## src/rtl/dual_sio_regs.sv

```systemverilog
module dual_sio_regs #(
  parameter int TX_HOLD = 4
) (
  input  logic       clk,
  input  logic       rst_n,
  input  logic       bus_wr,
  input  logic       bus_rd,
  input  logic       bus_data,
  input  logic       bus_chan,
  input  logic [7:0] bus_wdata,
  output logic [7:0] bus_rdata,
  input  logic [1:0] rx_valid,
  input  logic [7:0] rx_data_a,
  input  logic [7:0] rx_data_b,
  input  logic [1:0] rx_break,
  output logic       tx_stb,
  output logic       tx_chan,
  output logic [7:0] tx_byte,
  output logic       irq
);

  localparam int HOLD_I = (TX_HOLD < 1) ? 1 : TX_HOLD;
  localparam int CW = (HOLD_I < 2) ? 1 : $clog2(HOLD_I + 1);
  localparam logic [CW-1:0] HOLD = CW'(HOLD_I);
  localparam logic [7:0] ST_INIT = 8'h44;
  localparam logic [7:0] SP_INIT = 8'h07;

  logic [7:0]    wr_q  [2][16];
  logic [7:0]    wr_n  [2][16];
  logic [3:0]    ptr_q [2];
  logic [3:0]    ptr_n [2];
  logic [7:0]    st_q  [2];
  logic [7:0]    st_n  [2];
  logic [7:0]    sp_q  [2];
  logic [7:0]    sp_n  [2];
  logic [7:0]    rxb_q [2];
  logic [7:0]    rxb_n [2];
  logic [CW-1:0] cnt_q [2];
  logic [CW-1:0] cnt_n [2];
  logic [1:0] rxp_q, rxp_n, txp_q, txp_n, rxs_q, rxs_n, txs_q, txs_n;
  logic [1:0] iprx_q, iprx_n, iptx_q, iptx_n, chres;
  logic       sthi_q, sthi_n;
  logic       tstb_n, tchan_n;
  logic [7:0] tbyte_n;
  logic [3:0] cur_ptr;
  logic [7:0] vec, ipbyte, rd_mux;
  logic [1:0] ch_irq;

  function automatic logic [7:0] wr_init(input int r);
    case (r)
      4:       wr_init = 8'h04;
      9:       wr_init = 8'hC0;
      11:      wr_init = 8'h08;
      14:      wr_init = 8'h30;
      15:      wr_init = 8'hF8;
      default: wr_init = 8'h00;
    endcase
  endfunction

  // returns {tx pending, tx in-service, tx ip bit}
  function automatic logic [2:0] tx_up(input logic rxs, input logic txs,
                                       input logic ipt, input logic ien);
    tx_up = rxs ? {1'b1, txs, ipt} : {1'b1, 1'b1, ipt | ien};
  endfunction

  assign cur_ptr = ptr_q[bus_chan];

  always_comb begin
    wr_n = wr_q; ptr_n = ptr_q; st_n = st_q; sp_n = sp_q;
    rxb_n = rxb_q; cnt_n = cnt_q; sthi_n = sthi_q;
    rxp_n = rxp_q; txp_n = txp_q; rxs_n = rxs_q; txs_n = txs_q;
    iprx_n = iprx_q; iptx_n = iptx_q;
    tstb_n = 1'b0; tchan_n = tx_chan; tbyte_n = tx_byte;
    chres = 2'b00;

    for (int c = 0; c < 2; c++) begin
      if (rx_break[c]) st_n[c][7] = 1'b1;
      if (rx_valid[c] && wr_q[c][3][0] && !st_q[c][0]) begin
        st_n[c][0] = 1'b1;
        rxb_n[c]   = (c == 1) ? rx_data_a : rx_data_b;
        rxp_n[c]   = 1'b1;
        rxs_n[c]   = 1'b1;
        iprx_n[c]  = 1'b1;
      end
      if (cnt_q[c] != '0) begin
        cnt_n[c] = cnt_q[c] - CW'(1);
        if (cnt_q[c] == CW'(1))
          {txp_n[c], txs_n[c], iptx_n[c]} =
            tx_up(rxs_n[c], txs_n[c], iptx_n[c], wr_q[c][1][1]);
      end
    end

    if (bus_wr && !bus_data) begin
      if (cur_ptr == 4'd0) begin
        ptr_n[bus_chan] = {bus_wdata[5:3] == 3'b001, bus_wdata[2:0]};
        if (bus_wdata[5:3] == 3'b101) begin
          txp_n[bus_chan]  = 1'b0;
          txs_n[bus_chan]  = 1'b0;
          iptx_n[bus_chan] = 1'b0;
          if (rxp_n[bus_chan]) begin
            rxs_n[bus_chan]  = 1'b1;
            iprx_n[bus_chan] = 1'b1;
          end
        end else if (bus_wdata[5:3] == 3'b111) begin
          if (rxs_n[bus_chan]) begin
            rxs_n[bus_chan] = 1'b0;
            if (txp_n[bus_chan])
              {txp_n[bus_chan], txs_n[bus_chan], iptx_n[bus_chan]} =
                tx_up(1'b0, txs_n[bus_chan], iptx_n[bus_chan], wr_q[bus_chan][1][1]);
          end else begin
            txs_n[bus_chan] = 1'b0;
          end
        end
      end else if (cur_ptr == 4'd9) begin
        if (bus_wdata[7:6] == 2'b00) begin
          sthi_n = bus_wdata[4];
          ptr_n[bus_chan] = 4'd0;
        end else begin
          chres = {bus_wdata[7], bus_wdata[6]};
        end
      end else begin
        wr_n[bus_chan][cur_ptr] = bus_wdata;
        ptr_n[bus_chan] = 4'd0;
      end
    end

    if (bus_wr && bus_data) begin
      txp_n[bus_chan]   = 1'b0;
      cnt_n[bus_chan]   = HOLD;
      tstb_n            = wr_q[bus_chan][5][3];
      tchan_n           = bus_chan;
      tbyte_n           = bus_wdata;
      st_n[bus_chan][2] = 1'b1;
      sp_n[bus_chan][0] = 1'b1;
    end

    if (bus_rd && !bus_data) ptr_n[bus_chan] = 4'd0;

    if (bus_rd && bus_data) begin
      st_n[bus_chan][0] = 1'b0;
      rxp_n[bus_chan]   = 1'b0;
      rxs_n[bus_chan]   = 1'b0;
      iprx_n[bus_chan]  = 1'b0;
      if (txp_n[bus_chan])
        {txp_n[bus_chan], txs_n[bus_chan], iptx_n[bus_chan]} =
          tx_up(1'b0, txs_n[bus_chan], iptx_n[bus_chan], wr_q[bus_chan][1][1]);
    end

    for (int c = 0; c < 2; c++) begin
      if (chres[c]) begin
        for (int r = 0; r < 16; r++) wr_n[c][r] = wr_init(r);
        ptr_n[c] = 4'd0; st_n[c] = ST_INIT; sp_n[c] = SP_INIT;
        rxb_n[c] = 8'h00; cnt_n[c] = '0;
        rxp_n[c] = 1'b0; txp_n[c] = 1'b0; rxs_n[c] = 1'b0; txs_n[c] = 1'b0;
        iprx_n[c] = 1'b0; iptx_n[c] = 1'b0;
        sthi_n = 1'b0;
      end
    end
  end

  always_ff @(posedge clk or negedge rst_n) begin
    if (!rst_n) begin
      for (int c = 0; c < 2; c++) begin
        for (int r = 0; r < 16; r++) wr_q[c][r] <= wr_init(r);
        ptr_q[c] <= 4'd0; st_q[c] <= ST_INIT; sp_q[c] <= SP_INIT;
        rxb_q[c] <= 8'h00; cnt_q[c] <= '0;
      end
      rxp_q <= '0; txp_q <= '0; rxs_q <= '0; txs_q <= '0;
      iprx_q <= '0; iptx_q <= '0; sthi_q <= 1'b0;
      tx_stb <= 1'b0; tx_chan <= 1'b0; tx_byte <= 8'h00;
    end else begin
      wr_q <= wr_n; ptr_q <= ptr_n; st_q <= st_n; sp_q <= sp_n;
      rxb_q <= rxb_n; cnt_q <= cnt_n; sthi_q <= sthi_n;
      rxp_q <= rxp_n; txp_q <= txp_n; rxs_q <= rxs_n; txs_q <= txs_n;
      iprx_q <= iprx_n; iptx_q <= iptx_n;
      tx_stb <= tstb_n; tx_chan <= tchan_n; tx_byte <= tbyte_n;
    end
  end

  always_comb begin
    if (rxs_q[1])      vec = sthi_q ? 8'h30 : 8'h0C;
    else if (txs_q[1]) vec = sthi_q ? 8'h10 : 8'h08;
    else if (rxs_q[0]) vec = sthi_q ? 8'h20 : 8'h04;
    else if (txs_q[0]) vec = 8'h00;
    else               vec = sthi_q ? 8'h60 : 8'h06;
  end

  assign ipbyte = {2'b00, iprx_q[1], iptx_q[1], 1'b0, iprx_q[0], iptx_q[0], 1'b0};

  always_comb begin
    if (bus_data) rd_mux = rxb_q[bus_chan];
    else begin
      case (cur_ptr)
        4'd0:    rd_mux = st_q[bus_chan];
        4'd1:    rd_mux = sp_q[bus_chan];
        4'd2:    rd_mux = bus_chan ? wr_q[1][2] : vec;
        4'd3:    rd_mux = bus_chan ? ipbyte : 8'h00;
        4'd12:   rd_mux = wr_q[bus_chan][12];
        4'd13:   rd_mux = wr_q[bus_chan][13];
        default: rd_mux = 8'h00;
      endcase
    end
  end

  assign bus_rdata = bus_rd ? rd_mux : 8'h00;

  for (genvar g = 0; g < 2; g++) begin : g_irq
    assign ch_irq[g] = (wr_q[g][1][1] & txp_q[g]) |
                       (((wr_q[g][1][4:3] == 2'b01) || (wr_q[g][1][4:3] == 2'b10)) & rxp_q[g]) |
                       (wr_q[g][15][7] & st_q[g][7]);
  end
  assign irq = |ch_irq;

  p_rd_ptr_b_r1: assert property (@(posedge clk) disable iff (!rst_n)
    (bus_rd && !bus_data && !bus_chan) |=> (ptr_q[0] == 4'd0));
  p_rd_ptr_a_r1: assert property (@(posedge clk) disable iff (!rst_n)
    (bus_rd && !bus_data && bus_chan) |=> (ptr_q[1] == 4'd0));
  p_rst_both_r3: assert property (@(posedge clk) disable iff (!rst_n)
    (bus_wr && !bus_data && cur_ptr == 4'd9 && bus_wdata[7:6] == 2'b11)
    |=> (st_q[0] == ST_INIT && st_q[1] == ST_INIT && !irq));
  p_tx_stb_r4: assert property (@(posedge clk) disable iff (!rst_n)
    (bus_wr && bus_data) |=> (tx_stb == $past(wr_q[bus_chan][5][3])));
  p_tx_quiet_r4: assert property (@(posedge clk) disable iff (!rst_n)
    !(bus_wr && bus_data) |=> !tx_stb);
  p_hold_low_r4: assert property (@(posedge clk) disable iff (!rst_n)
    (bus_wr && bus_data && bus_chan) |=> !txp_q[1]);
  p_rx_keep_r5: assert property (@(posedge clk) disable iff (!rst_n)
    (rx_valid[0] && st_q[0][0] && !bus_wr && !bus_rd) |=> $stable(rxb_q[0]));
  p_tx_svc_a_r12: assert property (@(posedge clk) disable iff (!rst_n)
    $rose(txs_q[1]) |-> !rxs_q[1]);
  p_tx_svc_b_r12: assert property (@(posedge clk) disable iff (!rst_n)
    $rose(txs_q[0]) |-> !rxs_q[0]);

endmodule

```

## config.mk

```make
export PLATFORM = sky130hd
export DESIGN_NAME = dual_sio_regs
export DESIGN_NICKNAME = d
export VERILOG_FILES = /design/src/rtl/dual_sio_regs.sv
export SDC_FILE = /design/constraint.sdc
export NUM_CORES = 1
export LEC_CHECK = 0
export BUFFER_PORTS_ARGS = -buffer_cell sky130_fd_sc_hd__buf_2
export CAP_MARGIN = 20
export CORE_MARGIN = 1.5
export CORE_UTILIZATION = 60
export CTS_BUF_LIST = sky130_fd_sc_hd__clkbuf_16
export DETAILED_ROUTE_END_ITERATION = 7
export PLACE_DENSITY_LB_ADDON = 0.15
export REMOVE_ABC_BUFFERS = 1
export SYNTH_ARGS = -nofsm -noshare
export SYNTH_HDL_FRONTEND = slang
export SYNTH_SLANG_ARGS = --single-unit
```

## constraint.sdc

```tcl
create_clock -name clk -period 4.1 [get_ports clk]
set_input_delay 0.205 -clock clk [delete_from_list [all_inputs] [get_ports clk]]
set_output_delay 0.205 -clock clk [all_outputs]
set_load 0.01 [all_outputs]
```

# ---- After elaboration in Yosys (flattened, before gate mapping)
# Index checks and enable logic that the tools add are counted.
dict set report op_classes {
  order_cmp 6
  reduce_logical 33
  bitwise 41
  addsub 2
  eq_ne 20
  n_mux 171
}
# cell n
set op_table {}
lappend op_table {{256-bit 2-to-1 mux} 3}
lappend op_table {{128-bit 2-to-1 mux} 3}
lappend op_table {{114-bit 2-to-1 mux} 3}
lappend op_table {{256-bit bitwise mux} 1}
lappend op_table {{8-bit 2-to-1 mux} 26}
lappend op_table {{128-bit demux with 1-bit select} 1}
lappend op_table {{2-bit 2-to-1 mux} 44}
lappend op_table {{1-bit 2-to-1 mux} 55}
lappend op_table {{16-bit 2-to-1 mux} 3}
lappend op_table {{8-bit one-hot mux with 6 select lines} 1}
lappend op_table {{7-bit 2-to-1 mux} 5}
lappend op_table {{8-bit demux with 4-bit select} 1}
lappend op_table {{16-bit OR} 2}
lappend op_table {{4-bit 2-to-1 mux} 6}
lappend op_table {{6-bit 2-to-1 mux} 4}
lappend op_table {{3-bit 2-to-1 mux} 6}
lappend op_table {{16-bit AND} 1}
lappend op_table {{2-bit AND} 8}
lappend op_table {{8-bit AND} 2}
lappend op_table {{8-bit demux with 1-bit select} 2}
lappend op_table {{16-bit inverter} 1}
lappend op_table {{3-bit nonzero test} 5}
lappend op_table {{2-bit OR} 7}
lappend op_table {{4-bit == test, second input constant} 3}
lappend op_table {{38 further kinds} 80}
dict set report totals {
  ff_bits 341
  word_cells 325
  output_inout_bits 19
}

# ---- Depth between registers and ports, before layout
# Gate-level depths: netlist of run 1.
dict set report depth {
  depth_word 23
  mapped_depth 8
  mapped_depth_nobuf 7
}

# ---- Least setup slack after synthesis of run 1
# Ideal clock, no wire load.
dict set report synth_timing {
  path_type {reg2out}
  start {register ptr_q[5] in the netlist's numbering}
  end {output port bus_rdata[2]}
  arrival_time_ps 1786
  n_path_buf 1
  path_stages_with_launch 7
  path_slack_ps 2109
  cell_sequence {dfrtp_1 clkbuf_1 nor3b_1 o22ai_1 or3b_2 and3_1 a31oi_1}
}
dict set report synth_via {
  elab_chain_len 7
  word_cells_on_any_way 12
  classes_between {eq/ne: 5; mux: 6; reduce/logical: 1}
}
# element line
set synth_rtl {}
lappend synth_rtl {{start, declared} 30} ;# logic [3:0] ptr_q [2];
lappend synth_rtl {{start signal, assigned} 172} ;# wr_q <= wr_n; ptr_q <= ptr_n; st_q <= st_n; sp_q <= sp_n;
lappend synth_rtl {{4-bit 2-to-1 mux (not written as such) (*) (3 in series)} 66} ;# assign cur_ptr = ptr_q[bus_chan];
lappend synth_rtl {{4-bit == test (tied with other cells)} 193} ;# case (cur_ptr)
lappend synth_rtl {{8-bit one-hot mux with 6 select lines (*)} 193}
lappend synth_rtl {{8-bit 2-to-1 mux (*)} 191} ;# if (bus_data) rd_mux = rxb_q[bus_chan];
lappend synth_rtl {{8-bit 2-to-1 mux (*)} 205} ;# assign bus_rdata = bus_rd ? rd_mux : 8'h00;
lappend synth_rtl {{end, declared} 11} ;# output logic [7:0] bus_rdata,
# Every way passes the cells marked *; elsewhere a longest branch is shown, timed or not. The select of a mux whose other input is x is not followed.

# ---- Worst setup path in the final report of run 1
dict set report layout_timing {
  start {register ptr_q[2] in the netlist's numbering}
  end {output port bus_rdata[4]}
}
# The elaborated chain is that of the path after synthesis.

==> summary.json, run 1 <==
{
  "result_of_the_run": "complete, no violations",
  "ys_seq_area_frac": 0.481,
  "grt_pass1_wl_um": 27200,
  "worstSetupEndpointType": "primary output",
  "synthesis.area_per_instance_um2": 9.91,
  "grt_overflow_total": 0,
  "synth_flop_cell": "dfrtp_1",
  "synth_area_leaders": "dfrtp_1 45%, a22o_1 8.6%, nand2_1 3.6%, dfstp_2 3.5%, nor2_1 3.3%",
  "rows": 36,
  "route.antenna.remaining_nets": 0,
  "clk-insertion-delay-late_ns": 0.41,
  "cts_resized": 0,
  "timing.final.hold_violations": 0,
  "die-area_mm2": 0.0106,
  "tritoncts.num_buffers": 17,
  "tritoncts_clock_tree": "done",
  "drc": 0,
  "total_vias_in_the_final_route": 5246,
  "antenna_found_initial": 0,
  "drive_gt1_frac": 0.181,
  "ys_ff_latch": 115,
  "max_slew.worst_pin.slew_ns": 1.01,
  "period_share": 0.756,
  "timing.final.crit_period_ns": 3.10,
  "synth_enable_flop_cells": 0,
  "unrepaired_setup_endpoints_after_global_routing": "no",
  "achievable-frequency_mhz": 323,
  "core_region_area_mm2": 0.00973,
  "vias_per_cell": 6.62,
  "setup_viol_count_final": 0,
  "dieHeight_um": 103,
  "slew_headroom": 0.323,
  "critical_path.max_fanout": 8,
  "antenna_cells_inserted": 0,
  "detailedRoute.firstIterationViolations": 466,
  "numClockSinks": 115,
  "root_buffer_master": "clkbuf_16",
  "hold_class": "primary input to register",
  "top_level_ports": 53,
  "pin_count_of_the_biggest_net_entering_global_routing": 41,
  "power_density_mw_per_mm2": 502,
  "timing.setup.tns_ns": 0,
  "post_synth_cell_types": 66,
  "initial_core_utilization": 0.617,
  "routed_wl_um": 17500,
  "netlist.top_cell.by_area": "dfrtp_1",
  "globalRouteTotalUtil": 0.349,
  "clkSlewWorstSetupHoldPaths_ns": 0.05,
  "grt_pass1_vias": 4948,
  "max-cap-violations": 0,
  "critical_path_required_ns": 3.89,
  "port_buffers": 52,
  "routedWlPerCell_um": 22.1,
  "fin_worst_skew_ns": 0.0104,
  "leakagePower_nw": 2.99,
  "layoutNonFillerInstCount": 792,
  "worstPathArrival_ns": 2.90,
  "fp.dieW_um": 103,
  "async_set_or_reset_flop_fraction_in_the_synthesized_netlist": 1.00,
  "hpwlAfterDp_um": 12000,
  "synth-warning-count": 0,
  "routabilityCongestion": 0.933,
  "cts.htree.levels": 4,
  "worst_setup_path_start_kind": "register",
  "drt_pass1_iterations": 5,
  "synthesis.area_mm2": 0.00601,
  "placed_insts": 759,
  "setup.worst_path.class": "register to primary output",
  "maxSlewViolCount": 0,
  "synth_top_area_frac": 0.446,
  "power.ir.vdd_worst_mv": 0.414,
  "nets": 687,
  "postSynthCellCount": 606,
  "area_growth_syn_to_layout_pct": 13.9,
  "clk_path_buf_depth": 2
}
==> timing repair <==
| item | in CTS | in global routing |
|---|---|---|
| endpoints found under the hold margin | 29 | 0 |
| hold buffers | 2 | 0 |
| buffers inserted | 0 | 0 |
==> cell families after synthesis <==
logic type,synth area share
adders and majority gates,0.0125
xor gates and xnor gates,0.00583
buffers and inverters,0.0385
muxes,0.0398
DFF,0.481
and+or+nand+nor,0.186
AOI/OAI and AO/OA,0.237
==> where the power goes <==
group	leakage, nW	switching (mW)	internal [mW]	total [mW]
Clock	0.275	0.484	0.801	1.29
Combinational	1.35	0.377	0.287	0.664
Sequential	1.37	0.165	1.32	1.48
Total	2.99	1.03	2.41	3.43
==> synth_stat cells, drive strengths merged (6+ instances only) <==
| master | instances |
|---|---|
| a21oi | 38 |
| nor3b | 12 |
| buf | 19 |
| o21ai | 31 |
| dfrtp | 107 |
| a22o | 59 |
| a222oi | 7 |
| nand3 | 9 |
| clkbuf | 20 |
| inv | 15 |
| nand2b | 12 |
| mux2i | 16 |
| a22oi | 19 |
| ha | 6 |
| nor2 | 54 |
| and3b | 6 |
| and3 | 6 |
| nand2 | 58 |
| mux2 | 7 |
| or2 | 7 |
| dfstp | 8 |
| nor3 | 15 |
| o22ai | 12 |
| nor2b | 6 |
==> per-layer routing <==
metal,up-vias,wire length (um),GRT usage
li1,2326,-,-
met1,2597,7350,0.472
met2,270,8210,0.537
met3,53,1370,0.0746
met4,0,587,0.170
met5,-,0,0
==> path summary, 6_finish.rpt <==
check | depth (start not counted) | slack, ns | end | startpoint
max | 6 | 1.0 | bus_rdata[4] | ptr_q[2]
min | 3 | 0.01 | st_q[15] | rx_break[0]
max reg2reg | 5 | 1.63 | wr_q[31] | ptr_q[6]
min reg2reg | 2 | 0.48 | wr_q[7] | wr_q[7]
max in group asynchronous | 3 | 2.85 | wr_q[25] | rst_n
min in group asynchronous | 2 | 0.32 | wr_q[159] | rst_n
==> registers in the layout, indices dropped and copies added (netlist names) <==
| name | count |
|---|---|
| rxs_q | 2 |
| tx_chan | 1 |
| iptx_q | 2 |
| txs_q | 2 |
| iprx_q | 2 |
| st_q | 6 |
| ptr_q | 8 |
| sp_q | 4 |
| cnt_q | 6 |
| tx_stb | 1 |
| rxb_q | 16 |
| wr_q | 52 |
| rxp_q | 2 |
| txp_q | 2 |
| sthi_q | 1 |
| tx_byte | 8 |
==> stage by stage <==
| step | hold WS, ns | area, um^2 | setup WS, ns | total power [mW] | utilization |
|---|---|---|---|---|---|
| 2_1_floorplan | -0.0906 | 5830 | 1.95 | 1.89 | - |
| 3_3_place_gp | 0.202 | 6310 | 1.43 | 2.12 | 0.649 |
| 3_5_place_dp | 0.205 | 6310 | 1.38 | 2.15 | 0.649 |
| 4_1_cts | 0.0124 | 6840 | 1.10 | 3.44 | 0.703 |
| 5_1_grt | 0.0275 | 6840 | 0.854 | 3.59 | 0.703 |
| 6_report | 0.0144 | 6840 | 1.00 | 3.43 | 0.703 |
==> layout make-up <==
class | count | area (um^2)
clock buffer | 17 | 425
clock inverter | 14 | 85.1
fill | 769 | 2890
inverter | 15 | 56.3
multi-input combinational | 437 | 2890
sequential | 115 | 2890
tap | 133 | 166
timing repair buffer | 61 | 335
==> critical path: stages, from the launching register on <==
cell and delay [ns]:
dfrtp_1 0.52, nand3_1 0.25, nor3_1 0.85, a222oi_1 0.28
nor3b_1 0.20, o22ai_1 0.21, buf_2 0.18
==> layout by cell type (no fill, tap or decap), drive strengths merged, types with 3 or more instances in the layout <==
cell	instances
dfrtp	107
a22o	59
buf	59
nand2	58
nor2	54
a21oi	38
o21ai	31
inv	20
a22oi	19
clkbuf	17
mux2i	16
nor3	15
nand2b	12
o22ai	12
nor3b	12
nand3	9
dfstp	8
clkinv	8
a222oi	7
or2	7
mux2	7
and3b	6
nor2b	6
and3	6
ha	6
nand3b	4
a21o	4
a211oi	4
nor4	3
o21bai	3
a221oi	3
or3	3
or3b	3
(Power assumes the default switching activity.)
==> inputs of run 2 (changes only) <==
==> constraint.sdc (replaced) <==
create_clock -name clk -period 3.1 [get_ports clk]
set_input_delay 0.155 -clock clk [delete_from_list [all_inputs] [get_ports clk]]
set_output_delay 0.155 -clock clk [all_outputs]
set_load 0.01 [all_outputs]
==> run 2 against run 1 <==
Effect of this change:
- non-clock buffer count increased by 19
- sequential cell count did not move
- global-route usage shrank 0.43 points
- first-iteration DRC count shrank 3.0%
- final cell count is 2.5% higher
- via count increased by 1.1%
- sequential power is 32% higher
- clock power is 48% higher
- critical path depth did not move
- sequential share of layout area is 1.6 points lower
- die area unchanged
- critical endpoint is now bus_rdata[0]
- largest power group unchanged
==> summary.json, run 2 (same netlist as run 1, synthesis figures left out) <==
{
  "reg_top3": "wr_q: 52 flops, rxb_q: 16 flops",
  "timing.final.crit_period_ns": 2.77,
  "hpwlAfterDp_um": 11900,
  "vias_per_cell": 6.53,
  "clkSlewWorstSetupHoldPaths_ns": 0.05,
  "timing.hold.worst.start": "rx_valid[1]",
  "dieHeight_um": 103,
  "drc": 0,
  "fin_worst_skew_ns": 0.00697,
  "core_region_area_mm2": 0.00973,
  "timing.final.hold_violations": 0,
  "timing.setup.tns_ns": 0,
  "numClockSinks": 115,
  "grt_overflow_total": 0,
  "maxSlewViolCount": 0,
  "rows": 36,
  "largest_reg_flops": 52,
  "cts_post_setup_buffers_inserted": 0,
  "antenna_cells_inserted": 0,
  "reg2reg_from": "ptr_q[6]",
  "drt_pass1_iterations": 6,
  "largest_register": "wr_q",
  "globalRouteTotalUtil": 0.345,
  "slew_headroom": 0.469,
  "max_slew.worst_pin.slew_ns": 0.797,
  "grt_pass1_vias": 4871,
  "unrepaired_setup_endpoints_after_global_routing": "no",
  "drive_gt1_frac": 0.184,
  "critical_path.max_fanout": 13,
  "achievable-frequency_mhz": 360,
  "layout.cells.most_common_list": "107 x dfrtp_1, 59 x a22o_1, 58 x nand2_1",
  "initial_core_utilization": 0.617,
  "area_growth_syn_to_layout_pct": 18.3,
  "power.ir.vdd_worst_mv": 0.696,
  "detailedRoute.firstIterationViolations": 452,
  "power_density_mw_per_mm2": 671,
  "worstSetupEndpointType": "primary output",
  "tritoncts.num_buffers": 17,
  "r2r_setup_slack_ns": 0.73,
  "hold_path_depth": 3,
  "root_buffer_master": "clkbuf_16",
  "tritoncts_clock_tree": "done",
  "nets": 706,
  "worst_r2r_path_depth": 5,
  "worstPathArrival_ns": 2.62,
  "leakagePower_nw": 3.09,
  "setup_viol_count_final": 0,
  "total_vias_in_the_final_route": 5302,
  "route.antenna.remaining_nets": 0,
  "routed_wl_um": 17400,
  "cts_resized": 0,
  "mostFrequentLayoutCell": "dfrtp_1",
  "hold_class": "primary input to register",
  "min_delay_worst_endpoint": "st_q[0]",
  "max-cap-violations": 0,
  "critical_path_required_ns": 2.94,
  "setup.worst_path.class": "register to primary output",
  "crit-reg2reg-capture": "wr_q[106]",
  "cts.htree.levels": 4,
  "grt_pass1_wl_um": 26600,
  "die-area_mm2": 0.0106,
  "fp.dieW_um": 103,
  "layoutNonFillerInstCount": 812,
  "routedWlPerCell_um": 21.4,
  "routabilityCongestion": 0.976,
  "placed_insts": 761,
  "result_of_the_run": "complete, no violations",
  "antenna_found_initial": 0,
  "worst_setup_path_start_kind": "register",
  "pin_count_of_the_biggest_net_entering_global_routing": 63,
  "port_buffers": 52,
  "period_share": 0.895,
  "top_level_ports": 53,
  "clk-insertion-delay-late_ns": 0.41,
  "clk_path_buf_depth": 2
}
==> run 2: cell types whose count changed in the layout (fill, tap and decap cells not counted) <==
| cell | before | now |
|---|---|---|
| bufinv_16 | 1 | 3 |
| clkinv_1 | 3 | 1 |
| clkinvlp_4 | 0 | 3 |
| buf_4 | 8 | 9 |
| clkinv_2 | 5 | 4 |
| dlygate4sd3_1 | 2 | 19 |
| inv_1 | 20 | 19 |
| buf_12 | 0 | 1 |
==> run 2: final cells by class <==
type                       instances  area, um^2
clock buffer                      17         425
sequential                       115        2890
clock inverter                    15         151
fill                             725        2620
multi-input combinational        437        2890
timing repair buffer              80         533
inverter                          15        56.3
tap                              133         166
==> run 2: per-layer routing <==
layer,track usage,vias up,share of wire
met5,0,-,0
met4,0.184,0,0.042
met3,0.102,58,0.088
met2,0.516,284,0.47
met1,0.453,2585,0.40
li1,-,2375,-
==> run 2: worst max path at each step <==
stage | from | to
after floorplan | ptr_q[5] | iptx_q[0]
after global placement | bus_chan | bus_rdata[7]
after global routing | ptr_q[0] | bus_rdata[1]
final | ptr_q[5] | bus_rdata[0]
after CTS | ptr_q[6] | bus_rdata[7]
after detailed placement | bus_chan | wr_q[106]
==> run 2: critical path, stage by stage, from the launching register on <==
cell,delay [ns]
dfrtp_1,0.54
nand2b_1,0.29
nor2_1,0.57
a222oi_1,0.24
a21oi_1,0.28
a21o_1,0.16
buf_2,0.14
==> run 2: where the power goes <==
part | internal, mW | switching (mW) | leakage (nW)
clock network | 1.24 | 0.669 | 0.291
logic | 0.396 | 0.503 | 1.43
registers | 1.74 | 0.217 | 1.37
==> run 2: repair_timing <==
item | in CTS | in global routing
endpoints found under the setup margin | 0 | 0
hold buffers | 19 | 0
endpoints found under the hold margin | 74 | 0
==> run 2: through the flow <==
stage / util / area, um^2 / worst slack [ns] / total power, mW / hold WS [ns]
floorplan: - / 5830 / 0.954 / 2.50 / -0.141
global placement: 0.652 / 6340 / 0.792 / 2.80 / 0.275
detailed placement: 0.652 / 6340 / 0.721 / 2.84 / 0.284
CTS: 0.731 / 7110 / 0.366 / 4.77 / 0.00426
global route: 0.731 / 7110 / 0.173 / 4.97 / 0.0257
finish: 0.731 / 7110 / 0.325 / 4.77 / 0.0162
==> inputs of run 3 (changes only) <==
==> constraint.sdc (replaced) <==
create_clock -name clk -period 3.1 [get_ports clk]
set_input_delay 0.62 -clock clk [delete_from_list [all_inputs] [get_ports clk]]
set_output_delay 0.62 -clock clk [all_outputs]
set_load 0.01 [all_outputs]
==> run 3 against run 2 <==
Effect of this change:
- die area unchanged
- critical path depth unchanged
- total power decreased by 1.4%
==> summary.json, run 3 (same netlist as run 1, synthesis figures left out) <==
{
  "root_buffer_master": "clkbuf_16",
  "routed_wl_um": 18400,
  "rows": 36,
  "crit-reg2reg-capture": "wr_q[106]",
  "finish.utilization": 0.724,
  "unrepaired_setup_endpoints_after_global_routing": "no",
  "cts.htree.levels": 4,
  "antenna_found_initial": 0,
  "area_growth_syn_to_layout_pct": 17.2,
  "tritoncts_clock_tree": "done",
  "numClockSinks": 115,
  "worstSetupStartpoint": "ptr_q[2]",
  "routabilityCongestion": 0.960,
  "gr-usage-met2": 0.582,
  "critical_path_required_ns": 2.48,
  "achievable-frequency_mhz": 334,
  "worst_setup_path_start_kind": "register",
  "routedWlPerCell_um": 22.7,
  "pin_count_of_the_biggest_net_entering_global_routing": 57,
  "vias_per_cell": 6.63,
  "maxSlewViolCount": 0,
  "timing.setup.tns_ns": 0,
  "preCtsSetupSlack_ns": 0.0610,
  "fin_worst_skew_ns": 0.0107,
  "power.ir.vdd_worst_mv": 0.610,
  "hold_buffers": 0,
  "drc": 0,
  "global_route.usage.met3": 0.0895,
  "power_density_mw_per_mm2": 668,
  "clkSlewWorstSetupHoldPaths_ns": 0.05,
  "slew_headroom": 0.520,
  "antenna_cells_inserted": 0,
  "setup.worst_path.class": "register to primary output",
  "fp.dieW_um": 103,
  "port_buffers": 52,
  "worst_r2r_path_depth": 5,
  "critical-path-max-stage-delay_ns": 0.49,
  "layout.cells.most_common_list": "106 x dfrtp_1, 59 x a22o_1, 58 x nand2_1",
  "core_region_area_mm2": 0.00973,
  "result_of_the_run": "complete, no violations",
  "placed_insts": 781,
  "r2r_setup_slack_ns": 0.72,
  "hpwlAfterDp_um": 12800,
  "fin_hold_ws_ns": 0.146,
  "clk_path_buf_depth": 2,
  "multiInputGateArea_mm2": 0.00290,
  "cp_cell_sequence": "or3b_4 -> nor3b_2 -> a222oi_1 -> a21oi_1 -> a21o_1 -> buf_2",
  "timing.final.hold_violations": 0,
  "nets": 708,
  "die-area_mm2": 0.0106,
  "worstSetupEndpointType": "primary output",
  "detailedRoute.firstIterationViolations": 550,
  "endpoint_of_the_most_critical_setup_path": "bus_rdata[0]",
  "layoutNonFillerInstCount": 811,
  "max_slew.worst_pin.slew_ns": 0.720,
  "reg2reg_from": "ptr_q[2]",
  "mostFrequentLayoutCell": "dfrtp_1",
  "finalInstanceArea_mm2": 0.00704,
  "max-cap-violations": 0,
  "dpl_cell_area_mm2": 0.00649,
  "route.antenna.remaining_nets": 0,
  "largest_reg_flops": 52,
  "final_critical_path_setup_slack_ns": 0.102,
  "reg_top3": "wr_q: 52 flops, rxb_q: 16 flops",
  "period_share": 0.967,
  "layout.area.seq_mm2": 0.00289,
  "grt_pass1_wl_um": 28500,
  "finalPower_mw": 4.70,
  "hold_class": "primary input to asynchronous set/reset pin",
  "drt_pass1_iterations": 6,
  "leakagePower_nw": 3.11,
  "critical_path.slowest_cell": "dfrtp_1",
  "top_level_ports": 53,
  "grt_pass1_vias": 5192,
  "tritoncts.num_buffers": 17,
  "globalRouteTotalUtil": 0.369,
  "total_vias_in_the_final_route": 5375,
  "drive_gt1_frac": 0.215,
  "largest_register": "wr_q",
  "critical_path.max_fanout": 7,
  "globalRoute.busiestLayer": "met2",
  "timing.final.crit_period_ns": 3.00,
  "dieHeight_um": 103,
  "setup_viol_count_final": 0,
  "groute.layer.met1.usage": 0.490,
  "grt_overflow_total": 0,
  "worstPathArrival_ns": 2.38,
  "clk-insertion-delay-late_ns": 0.42,
  "fillers": 762,
  "initial_core_utilization": 0.617
}
run 3: how the worst min path moves through the flow:
stage	slack (ns)	to	cells after the start
after floorplan	0.32	cnt_q[0]	0
after global placement	0.46	tx_chan	2
after detailed placement	0.47	wr_q[7]	2
after CTS	0.15	wr_q[159]	1
after global routing	0.17	wr_q[159]	1
final	0.15	wr_q[159]	1
run 3: layout make-up:
cell class                      count  area share
Sequential cell                   115       0.410
Clock inverter                     12      0.0148
Timing Repair Buffer               82      0.0711
Tap cell                          133      0.0236
Clock buffer                       17      0.0604
Inverter                           15     0.00800
Multi-Input combinational cell    437       0.412
run 3: per-layer routing:
layer | vias up | wire length (um)
li1 | 2367 | -
met1 | 2661 | 7620
met2 | 291 | 8680
met3 | 56 | 1520
met4 | 0 | 591
met5 | - | 0
run 3: worst max-delay path, delay by kind of cell, from the launching register on:
family / cells / cell delay, ns
buf+inv: 1 / 0.13
simple gates: 2 / 0.79
compound gates: 3 / 0.56
flops: 1 / 0.49
run 3: where the power goes:
group	internal, mW	leakage [nW]	switching, mW
logic	0.406	1.47	0.535
registers	1.74	1.36	0.222
clock network	1.14	0.280	0.654
run 3: what timing repair did:
item,in CTS,in global routing
endpoints found under the setup margin,0,4
setup buffers,0,1
resized for setup,0,3
